File: config.mk
export PLATFORM = sky130hd
export DESIGN_NAME = hsync_de_gen
export DESIGN_NICKNAME = d
export VERILOG_FILES = /design/src/rtl/hsde_pkg.sv /design/src/rtl/hsde_edge.sv /design/src/rtl/hsde_shadow.sv /design/src/rtl/hsde_line_cnt.sv /design/src/rtl/hsync_de_gen.sv
export SDC_FILE = /design/constraint.sdc
export NUM_CORES = 1
export LEC_CHECK = 0
export BUFFER_PORTS_ARGS = -buffer_cell sky130_fd_sc_hd__buf_2
export CORE_AREA = 2 2 65 113
export DETAILED_ROUTE_END_ITERATION = 10
export DIE_AREA = 0 0 67 115
export HOLD_SLACK_MARGIN = 0.1
export PLACE_DENSITY = 0.7
export SLEW_MARGIN = 30
export SYNTH_ARGS = -nofsm -noshare
export SYNTH_HDL_FRONTEND = slang
export SYNTH_SLANG_ARGS = --single-unit
export TNS_END_PERCENT = 20
File: constraint.sdc
create_clock -name clk -period 4.9 [get_ports clk]
set_clock_uncertainty 0.2 [all_clocks]
set_input_delay 0.245 -clock clk [delete_from_list [all_inputs] [get_ports clk]]
set_output_delay 0.245 -clock clk [all_outputs]
set_load 0.01 [all_outputs]
File: src/rtl/hsde_pkg.sv
package hsde_pkg;

    // Line mode latched at each reference edge.
    typedef struct packed {
        logic demux;      // two pixels per clock
        logic shift_eff;  // one-pixel earlier data-enable in force
    } line_mode_t;

endpackage

File: src/rtl/hsde_edge.sv
module hsde_edge (
    input  logic clk,
    input  logic rst_n,
    input  logic ref_hs,
    input  logic ref_inv,
    output logic ref_dly,
    output logic edge_det
);
    typedef struct packed {
        logic ref_q;
    } edge_st_t;

    edge_st_t st_d, st_q;
    logic     ref_norm;

    always_comb begin
        ref_norm     = ref_hs ^ ref_inv;
        st_d         = st_q;
        st_d.ref_q   = ref_norm;
        edge_det     = ref_norm & ~st_q.ref_q;
    end

    always_ff @(posedge clk or negedge rst_n) begin
        if (!rst_n) st_q <= '0;
        else        st_q <= st_d;
    end

    assign ref_dly = st_q.ref_q;
endmodule

File: src/rtl/hsde_shadow.sv
module hsde_shadow
    import hsde_pkg::*;
#(
    parameter int LEN_W = 8
) (
    input  logic             clk,
    input  logic             rst_n,
    input  logic             load,
    input  logic [LEN_W-1:0] sync_len,
    input  logic [LEN_W-1:0] bp_len,
    input  logic [LEN_W-1:0] act_len,
    input  logic             demux_en,
    input  logic             shift_px,
    output logic [LEN_W-1:0] s_len,
    output logic [LEN_W-1:0] b_len,
    output logic [LEN_W-1:0] a_len,
    output line_mode_t       mode,
    output logic             odd_err
);
    localparam logic [LEN_W-1:0] EVEN_MASK = {{(LEN_W-1){1'b1}}, 1'b0};

    typedef struct packed {
        logic [LEN_W-1:0] s;
        logic [LEN_W-1:0] b;
        logic [LEN_W-1:0] a;
        line_mode_t       mode;
        logic             odd;
    } shd_st_t;

    shd_st_t st_d, st_q;

    always_comb begin
        st_d     = st_q;
        st_d.odd = demux_en & (sync_len[0] | bp_len[0] | act_len[0]);
        if (load) begin
            st_d.mode.demux = demux_en;
            if (demux_en) begin
                st_d.s = sync_len & EVEN_MASK;
                st_d.b = bp_len   & EVEN_MASK;
                st_d.a = act_len  & EVEN_MASK;
            end else begin
                st_d.s = sync_len;
                st_d.b = bp_len;
                st_d.a = act_len;
            end
            st_d.mode.shift_eff = demux_en & shift_px &
                                  ((st_d.s != '0) | (st_d.b != '0));
        end
    end

    always_ff @(posedge clk or negedge rst_n) begin
        if (!rst_n) st_q <= '0;
        else        st_q <= st_d;
    end

    assign s_len   = st_q.s;
    assign b_len   = st_q.b;
    assign a_len   = st_q.a;
    assign mode    = st_q.mode;
    assign odd_err = st_q.odd;
endmodule

File: src/rtl/hsde_line_cnt.sv
module hsde_line_cnt #(
    parameter int CNT_W = 10
) (
    input  logic             clk,
    input  logic             rst_n,
    input  logic             restart,
    input  logic [CNT_W-1:0] total,
    output logic [CNT_W-1:0] pos,
    output logic             active,
    output logic             phase
);
    typedef struct packed {
        logic [CNT_W-1:0] pos;
        logic             act;
        logic             ph;
    } cnt_st_t;

    cnt_st_t          st_d, st_q;
    logic [CNT_W-1:0] pos_inc;

    always_comb begin
        st_d    = st_q;
        pos_inc = st_q.pos + CNT_W'(1);
        if (restart) begin
            st_d.pos = '0;
            st_d.act = 1'b1;
            st_d.ph  = 1'b0;
        end else begin
            st_d.ph = ~st_q.ph;
            if (st_q.act) begin
                if (pos_inc < total) st_d.pos = pos_inc;
                else                 st_d.act = 1'b0;
            end
        end
    end

    always_ff @(posedge clk or negedge rst_n) begin
        if (!rst_n) st_q <= '0;
        else        st_q <= st_d;
    end

    assign pos    = st_q.pos;
    assign active = st_q.act;
    assign phase  = st_q.ph;
endmodule

File: src/rtl/hsync_de_gen.sv
module hsync_de_gen
    import hsde_pkg::*;
#(
    parameter int LEN_W = 8
) (
    input  logic             clk,
    input  logic             rst_n,
    input  logic             ref_hs,
    input  logic             ref_inv,
    input  logic [LEN_W-1:0] sync_len,
    input  logic [LEN_W-1:0] bp_len,
    input  logic [LEN_W-1:0] act_len,
    input  logic             demux_en,
    input  logic             shift_px,
    input  logic             pass_sel,
    output logic             hs_out,
    output logic             de_out,
    output logic             pair_ce,
    output logic             odd_err
);
    localparam int CNT_W = LEN_W + 2;

    typedef struct packed {
        logic hs;
        logic de;
        logic pair;
    } out_st_t;

    logic             ref_dly, edge_det;
    logic [LEN_W-1:0] s_len, b_len, a_len;
    line_mode_t       mode;
    logic [CNT_W-1:0] line_pos, line_total, de_start, de_stop;
    logic             line_act, line_ph, shift_eff;
    out_st_t          out_d, out_q;

    hsde_edge u_edge (
        .clk      (clk),
        .rst_n    (rst_n),
        .ref_hs   (ref_hs),
        .ref_inv  (ref_inv),
        .ref_dly  (ref_dly),
        .edge_det (edge_det)
    );

    hsde_shadow #(.LEN_W(LEN_W)) u_shadow (
        .clk      (clk),
        .rst_n    (rst_n),
        .load     (edge_det),
        .sync_len (sync_len),
        .bp_len   (bp_len),
        .act_len  (act_len),
        .demux_en (demux_en),
        .shift_px (shift_px),
        .s_len    (s_len),
        .b_len    (b_len),
        .a_len    (a_len),
        .mode     (mode),
        .odd_err  (odd_err)
    );

    hsde_line_cnt #(.CNT_W(CNT_W)) u_cnt (
        .clk     (clk),
        .rst_n   (rst_n),
        .restart (edge_det),
        .total   (line_total),
        .pos     (line_pos),
        .active  (line_act),
        .phase   (line_ph)
    );

    assign shift_eff = mode.shift_eff;

    always_comb begin
        line_total = CNT_W'(s_len) + CNT_W'(b_len) + CNT_W'(a_len);
        de_start   = CNT_W'(s_len) + CNT_W'(b_len) - CNT_W'(shift_eff);
        de_stop    = de_start + CNT_W'(a_len);
        out_d.hs   = pass_sel ? ref_dly : (line_act && (line_pos < CNT_W'(s_len)));
        out_d.de   = line_act && (line_pos >= de_start) && (line_pos < de_stop);
        out_d.pair = ~mode.demux | ~line_ph;
    end

    always_ff @(posedge clk or negedge rst_n) begin
        if (!rst_n) out_q <= '0;
        else        out_q <= out_d;
    end

    assign hs_out  = out_q.hs;
    assign de_out  = out_q.de;
    assign pair_ce = out_q.pair;
endmodule

Word-level counts from Yosys, hierarchy flattened
Index checks and enable logic that the tools add are counted.
W data, S select, Z words.
Operators by class
  add/subtract/negate cells: 5
  $lt $le $gt $ge: 4
  muxes and demuxes: 7
  bitwise logic cells: 12
  reduce and logical (&&, ||, !) cells: 8
Operators with widths (number)
  $mux W24: 1
  $add A10 B8 Y10: 2
  $lt A10 B10 Y1: 2
  $mux W17: 1
  $reduce_bool A8 Y1: 2
  $mux W12: 1
  $mux W11: 1
  $add A10 B1 Y10 const B: 1
  $ge A10 B10 Y1: 1
  $lt A10 B8 Y1: 1
  $mux W10: 1
  $sub A9 B1 Y10: 1
  $add A8 B8 Y9: 1
  $and A1 B1 Y1: 4
  $or A1 B1 Y1: 4
  $reduce_bool A2 Y1: 2
  $logic_and A1 B1 Y1: 3
  $not A1 Y1: 3
  $mux W1: 2
  $reduce_and A2 Y1: 1
  $xor A1 B1 Y1: 1
Storage, ports and cells
  flip-flop bits (word level): 43
  output and inout port bits: 4

Depth between registers and ports, before layout
Gate-level depths: netlist of the first run.
  word-level depth: 6
  mapped depth: 20

Hierarchy
Synthesis of the first run repeated with hierarchy kept, for this count alone.
Second synthesis, totals
  cells, all modules: 400
  area total of the unflattened synthesis: 3875.0 µm²
By module, submodules not included
  hsync_de_gen: instances 1, cells each 222, area an instance 1840.5 µm², sequential area each 75.1 µm²
  hsde_shadow: instances 1, cells each 69, area an instance 1053.5 µm², sequential area each 675.6 µm²
  hsde_line_cnt: instances 1, cells each 106, area an instance 938.4 µm², sequential area each 300.3 µm²
  hsde_edge: instances 1, cells each 3, area an instance 42.5 µm², sequential area each 25.0 µm²

Worst setup path before layout of the first run
No wires, ideal clock.
  path kind: flip-flop to flip-flop
  start: reg u_shadow.st_q (netlist bit u_shadow.s_len[0])
  end: reg u_cnt.st_q (netlist bit u_cnt.pos[5])
  setup time: 0.136 ns
  data arrival time: 4.225 ns
  data required time: 4.564 ns
  path slack: 0.338 ns
  cell stages (with the launch flop): 20
  buffers on the path: 2
  clock period less this slack: 4.562 ns
  cells stage by stage: dfrtp_1 > ha_1 > fa_1 > xnor2_1 > inv_1 > ha_1 > a21oi_1 > o21ai_0 > a21o_1 > a21oi_1 > xor2_1 > ha_1 > and3_1 > a221oi_2 > a21oi_1 > or4b_1 > buf_2 > clkbuf_1 > o21ai_0 > a21oi_1
Between the ends
  word-level cells in the longest chain between the ends: 5
RTL lines
  start: declaration: line hsde_shadow.sv:30  | shd_st_t st_d, st_q;
  start signal: assignment: line hsde_shadow.sv:53  | else st_q <= st_d;
  $add A8 B8 Y9: line hsync_de_gen.sv:74  | line_total = CNT_W'(s_len) + CNT_W'(b_len) + CNT_W'(a_len);
  $add A10 B8 Y10: line hsync_de_gen.sv:74
  $lt A10 B10 Y1: line hsde_line_cnt.sv:31  | if (pos_inc < total) st_d.pos = pos_inc;
  $reduce_bool A2 Y1 (no line)
  $reduce_and A2 Y1 (no line)
  end signal: assignment: line hsde_line_cnt.sv:39  | else st_q <= st_d;
  end: declaration: line hsde_line_cnt.sv:18  | cnt_st_t st_d, st_q;
Every way passes these cells.
A chain may end at the register's enable or synchronous reset.

Worst setup path after layout of the first run
  start: reg u_shadow.st_q (netlist bit u_shadow.s_len[0])
  end: reg u_cnt.st_q (netlist bit u_cnt.pos[4])
Same word-level chain as after synthesis.

==> results.yml, run 1 <==
setup_path:
  worstSetupPathType: "reg -> reg"
  cp-start-kind: "flop"
  cp_max_fo: 8
  ff2ff_setup_slack_ns: 0.21
  cp_num_buf_inv: 0
  rr_endpoint: "u_cnt.pos[4]"
  critPathRequiredTime_ns: 4.91
  crit_top_cell: "a21oi_2"
  reg2reg_from: "u_shadow.s_len[0]"
  crit_arrival_ns: 4.70
  cp-end-kind: "flop"
  r2r_cells: 16
  cpLargestDelayFamily: "compound AO/OA/AOI/OAI gates"
  cp_cell_sequence: "ha_1, fa_2, a21o_1, a21oi_2, xnor2_2, ha_4, a21o_1, a21oi_2, xor2_1, ha_1, and3_1, a221oi_2, a21oi_2, or4b_4, or3_1, a21oi_1"
  max_stage_delay_ns: 0.60
  cp_slowest_cell: "or4b_4"
drt:
  final_antenna_net_count: 0
  drt_pass1_iterations: 4
  vias: 3255
  via_per_inst: 5.62
  first_iter_violations: 114
  drt_wl_total_um: 9250
  route.detailed.drc: 0
  wl_per_cell_um: 16.0
grt:
  gr-total-overflow: 0
  grt_first_pass_wirelength_um: 15100
  grt_max_degree: 44
  grt_pass1_vias: 3315
  antenna_found_initial: 0
  track_usage_pct: 25.9
timing:
  min_period_ns: 4.69
  fmax_mhz: 213
  grt_setup_unrepaired: "true"
  final-setup-viol-count: 0
  period_share_pct: 95.8
  slew_headroom_pct: 39.4
  finalMaxSlewViolations: 0
  layout_setup_ws_ns: 0.206
  hold_viol_final: 0
  tightest_slew_ns: 0.909
  hold_ws_ns: 0.224
  fin_setup_tns_ns: 0
final_layout:
  area_growth_pct: 23.8
  fin_util_pct: 66.6
  layoutNonFillerInstCount: 579
  stdcell_area_um2: 4530
  final_nets: 590
  drive_gt1_share_pct: 14.3
  diodes: 0
place:
  dpl_cell_area_um2: 3960
  port_buffers: 34
  dp_cells: 538
  place_congestion: 0.894
  pre_cts_ws_ns: -0.00731
  hpwl_um: 6960
logic_synthesis:
  synth.most_common_cell: "nand2_1"
  synth_edf_count: 0
  ys_ff_latch: 43
  syn-num-nets: 519
  synthAdderAreaFrac_pct: 22.8
  async_reset_ff_share_pct: 100
  synth_compound_area_share_pct: 16.9
  yosysSeqAreaShare_pct: 29.4
  synthMuxAreaShare_pct: 0.274
  yosysTopAreaCellShare_pct: 29.4
  synth_ff_type: "dfrtp_1"
  ys_warn_count: 0
  yosys.area_share.xor_xnor_pct: 8.51
  synth_common_cells: "nand2_1 (78), ha_1 (62), dfrtp_1 (43), o21ai_0 (35), inv_1 (30)"
  avgSynthCellArea_um2: 8.65
  synth_simple_gate_area_share_pct: 17.9
  synth_cells: 423
  synth_top_family_by_area: "adder cells"
  synthTopCellsByArea: "dfrtp_1 (29%), ha_1 (21%), nand2_1 (8.0%)"
  yosysTopAreaCell: "dfrtp_1"
  synth_cell_types: 44
  syn-cell-area_um2: 3660
floorplanning:
  core-area_um2: 6810
  num_rows: 40
  dieArea_um2: 7710
  start_util_pct: 53.8
  io_pins: 35
  die_w_um: 67
  die_y_um: 115
clocking:
  root_buffer: "clkbuf_16"
  cts.path.max_buffers: 2
  clkTransAtPathRegs_ns: 0.06
  cts_setup_buffers: 0
  htreeDepth: 2
  cts_buffers: 5
  numClockSinks: 43
  clock_latency_ns: 0.29
  tritoncts: "built"
job:
  cap_violations: 0
hold_path:
  hold_path_depth: 1
  hold_class: "reg -> reg"
  min_from: "u_cnt.phase"
  min_to: "u_cnt.phase"
power:
  p_leak_nw: 2.30
  power_density_nw_per_um2: 575
  finalPower_mw: 2.61
  ir_drop_v: 0.000293
run_status:
  run_status: "finished clean"
## layout make-up
type                            instances  area (µm²)
Clock buffer                            8         156
Fill cell                             581        2280
Inverter                               30         113
Multi-Input combinational cell        341        2520
Sequential cell                        43        1080
Tap cell                               84         105
Timing Repair Buffer                   73         556
## report_power, final
group          internal (mW)  leakage [nW]  switching, mW  total, mW
Clock                  0.217        0.0772          0.134      0.351
Sequential             0.429         0.538         0.0916      0.521
Combinational          0.812          1.69          0.921       1.73
## layer usage
layer / part of all wire [%] / GRT usage (%) / wire length [µm]
met4: 5.2 / 14.3 / 480
met2: 55 / 47.5 / 5110
met3: 2.1 / 3.62 / 197
met5: 0 / 0 / 0
met1: 37 / 27.4 / 3460
## logic make-up (layout without fill, tap and decap cells)
family	after synthesis	count (layout)
AND/OR/NAND/NOR	141	142
AO/OA/AOI/OAI	99	99
adder cells (fa/ha/maj)	65	65
flip-flops	43	43
buffers and inverters	40	111
XOR/XNOR	34	34
multiplexers	1	1
## how the worst max path moves through the flow
stage / startpoint / endpoint / slack [ns] / depth (start not counted)
floorplan: u_shadow.s_len[0] / u_cnt.pos[5] / 0.34 / 19
global placement: u_shadow.s_len[0] / u_cnt.pos[3] / 0.11 / 16
detailed placement: u_shadow.s_len[0] / u_cnt.pos[3] / -0.007 / 16
CTS: u_shadow.s_len[0] / u_cnt.pos[4] / 0.10 / 16
global route: u_shadow.s_len[0] / u_cnt.pos[4] / -0.02 / 16
finish: u_shadow.s_len[0] / u_cnt.pos[4] / 0.21 / 16
## state kept, by name (all words and copies together) (netlist names), 2 cells and up
name,count
u_cnt.pos,10
u_shadow.a_len,8
u_shadow.b_len,8
u_shadow.s_len,8
u_shadow.mode,2
## cells in the final DEF (no fill, tap or decap), drive strengths merged, types with 16 or more instances in the layout
master / count
xnor2: 23
buf: 41
ha: 62
dfrtp: 43
dlygate4sd3: 32
a21o: 16
a21oi: 26
nand2: 78
inv: 30
o21ai: 35
## timing repair
item,CTS,global route
endpoints found under the setup margin,7,11
cloned,0,1
hold buffers,32,0
pin swaps,0,3
endpoints found under the hold margin,72,0
gates resized for setup,1,15
(Power assumes the default switching activity.)
==> run 2, diff against run 1 <==
==> constraint.sdc (replaced) <==
create_clock -name clk -period 4.9 [get_ports clk]
set_clock_uncertainty 0.2 [all_clocks]
set_input_delay 0.98 -clock clk [delete_from_list [all_inputs] [get_ports clk]]
set_output_delay 0.98 -clock clk [all_outputs]
set_load 0.01 [all_outputs]
==> run 2 against run 1 <==
Effect of this change: die area is the same; count of clock-buffer cells in the layout decreased by 2; via count shrank 5.8%; combinational power fell by 3%; maximum frequency fell by 0.15%; sequential share of layout area increased by 2.1 points; first-iteration DRC count rose by 32%; setup slack lost 0.0070 ns; total power decreased by 3.9%; core utilization decreased by 5.5 points; sequential power barely moved; routed wire length down 5.2%.
==> results.yml, run 2 (synthesized netlist as in run 1, its figures left out) <==
setup_path:
  r2r_cells: 16
  critPathRequiredTime_ns: 4.91
  cp_slowest_cell: "or4b_4"
  max_stage_delay_ns: 0.60
  cp_num_buf_inv: 0
  cp_num_cells: 16
  cp_max_fo: 8
  worstSetupPathType: "reg -> reg"
  cp-end-kind: "flop"
  cp-endpoint: "u_cnt.pos[4]"
  crit_start: "u_shadow.s_len[0]"
  reg2reg_from: "u_shadow.s_len[0]"
  cp_cell_sequence: "ha_1, fa_2, a21o_1, a21oi_2, xnor2_2, ha_1, a21o_1, a21oi_2, xor2_1, ha_1, and3_1, a221oi_2, a21oi_2, or4b_4, or3_1, a21oi_1"
  rr_endpoint: "u_cnt.pos[4]"
  crit_arrival_ns: 4.71
  ff2ff_setup_slack_ns: 0.20
  cp-start-kind: "flop"
  cpLargestDelayFamily: "compound AO/OA/AOI/OAI gates"
timing:
  period_share_pct: 95.9
  slew_headroom_pct: 39.9
  min_period_ns: 4.70
  tightest_slew_ns: 0.902
  final-setup-viol-count: 0
  grt_setup_unrepaired: "false"
  finalMaxSlewViolations: 0
  hold_ws_ns: 0.224
  hold_viol_final: 0
  layout_setup_ws_ns: 0.199
  fmax_mhz: 213
final_layout:
  diodes: 0
  area_growth_pct: 13.6
  drive_gt1_share_pct: 14.1
  multi_input_area_um2: 2490
  final_cell_mix: "nand2_1 (78), ha_1 (62), dfrtp_1 (43)"
  largest_reg_flops: 10
  final_common_cell: "nand2_1"
  num-fill-cells: 639
  seq_area_um2: 1080
  final_nets: 559
drt:
  via_per_inst: 5.62
  final_antenna_net_count: 0
  wl_per_cell_um: 16.1
  vias: 3067
  first_iter_violations: 151
  route.detailed.drc: 0
  drt_wl_total_um: 8770
  drt_pass1_iterations: 4
hold_path:
  hold_class: "reg -> reg"
floorplanning:
  die_y_um: 115
  num_rows: 40
  core-area_um2: 6810
  start_util_pct: 53.8
  io_pins: 35
  dieArea_um2: 7710
  die_w_um: 67
power:
  p_leak_nw: 2.16
  power_density_nw_per_um2: 602
  finalPower_mw: 2.50
  ir_drop_v: 0.000344
place:
  place_congestion: 0.860
  pre_cts_ws_ns: -0.0136
  hpwl_um: 7080
  port_buffers: 34
clocking:
  htreeDepth: 2
  clock_latency_ns: 0.29
  tritoncts: "built"
  hold_buffers: 0
  cts.path.max_buffers: 2
  root_buffer: "clkbuf_16"
  numClockSinks: 43
  clkTransAtPathRegs_ns: 0.06
  cts_buffers: 5
grt:
  gr-total-overflow: 0
  grt_first_pass_wirelength_um: 14200
  grt_pass1_vias: 3076
  track_usage_pct: 24.8
  antenna_found_initial: 0
  grt_max_degree: 29
job:
  cap_violations: 0
run_status:
  run_status: "finished clean"
run 2: cell count changes in the layout (fill, tap and decap cells not counted), moves of 2 or more:
cell	delta
ha_4	-2
dlygate4sd3_1	-32
clkbuf_8	-2
ha_1	+2
run 2: final cells by class:
type / instances / area share [%]
Sequential cell: 43 / 25.9
Timing Repair Buffer: 42 / 5.84
Clock buffer: 6 / 3.10
Tap cell: 84 / 2.53
Inverter: 30 / 2.71
Multi-Input combinational cell: 341 / 59.9
run 2: how the worst min path moves through the flow:
| stage | startpoint | endpoint | slack [ns] | depth (start not counted) |
|---|---|---|---|---|
| floorplan | u_cnt.phase | u_cnt.phase | 0.20 | 1 |
| finish | u_cnt.phase | u_cnt.phase | 0.22 | 1 |
| global placement | u_cnt.phase | u_cnt.phase | 0.21 | 1 |
| CTS | u_cnt.phase | u_cnt.phase | 0.23 | 1 |
| global route | u_cnt.phase | u_cnt.phase | 0.24 | 1 |
| detailed placement | u_cnt.phase | u_cnt.phase | 0.22 | 1 |
run 2: repair_timing:
action                                  4_1_cts  5_1_grt
gates cloned                                  0        1
pin swaps                                     0        5
buffers inserted                              0        0
endpoints found under the setup margin        7       11
endpoints found under the hold margin         0        0
resized for setup                             1       10
run 2: per-stage QoR:
stage | setup TNS (ns) | utilization, % | cells | instance area, µm²
after floorplan | 0 | - | 423 | 3660
after global placement | 0 | 58.1 | 538 | 3950
after detailed placement | -0.0221 | 58.3 | 539 | 3970
after CTS | 0 | 60.3 | 545 | 4100
after global routing | 0 | 61.1 | 546 | 4160
final | 0 | 61.1 | 546 | 4160
run 2: where the power goes:
group          leakage [nW]  total [mW]  switching (mW)  internal (mW)
Clock                0.0628       0.309           0.125          0.183
Combinational          1.56        1.67           0.901          0.774
Sequential            0.538       0.520          0.0903          0.430
run 2: layer usage:
| metal | part of all wire (%) | GRT usage, % | up-vias | routed length (µm) |
|---|---|---|---|---|
| li1 | - | - | 1553 | - |
| met1 | 38 | 25.6 | 1439 | 3290 |
| met2 | 56 | 45.9 | 56 | 4930 |
| met3 | 2.7 | 3.82 | 19 | 241 |
| met4 | 3.5 | 13.5 | 0 | 308 |
| met5 | 0 | 0 | - | 0 |
run 2: worst reg2reg max path: stages, from the launching register on:
cell and delay [ns]:
dfrtp_1 0.39, ha_1 0.25, fa_2 0.39, a21o_1 0.23
a21oi_2 0.18, xnor2_2 0.16, ha_1 0.31, a21o_1 0.19
a21oi_2 0.17, xor2_1 0.18, ha_1 0.27, and3_1 0.22
a221oi_2 0.27, a21oi_2 0.11, or4b_4 0.60, or3_1 0.37
a21oi_1 0.15
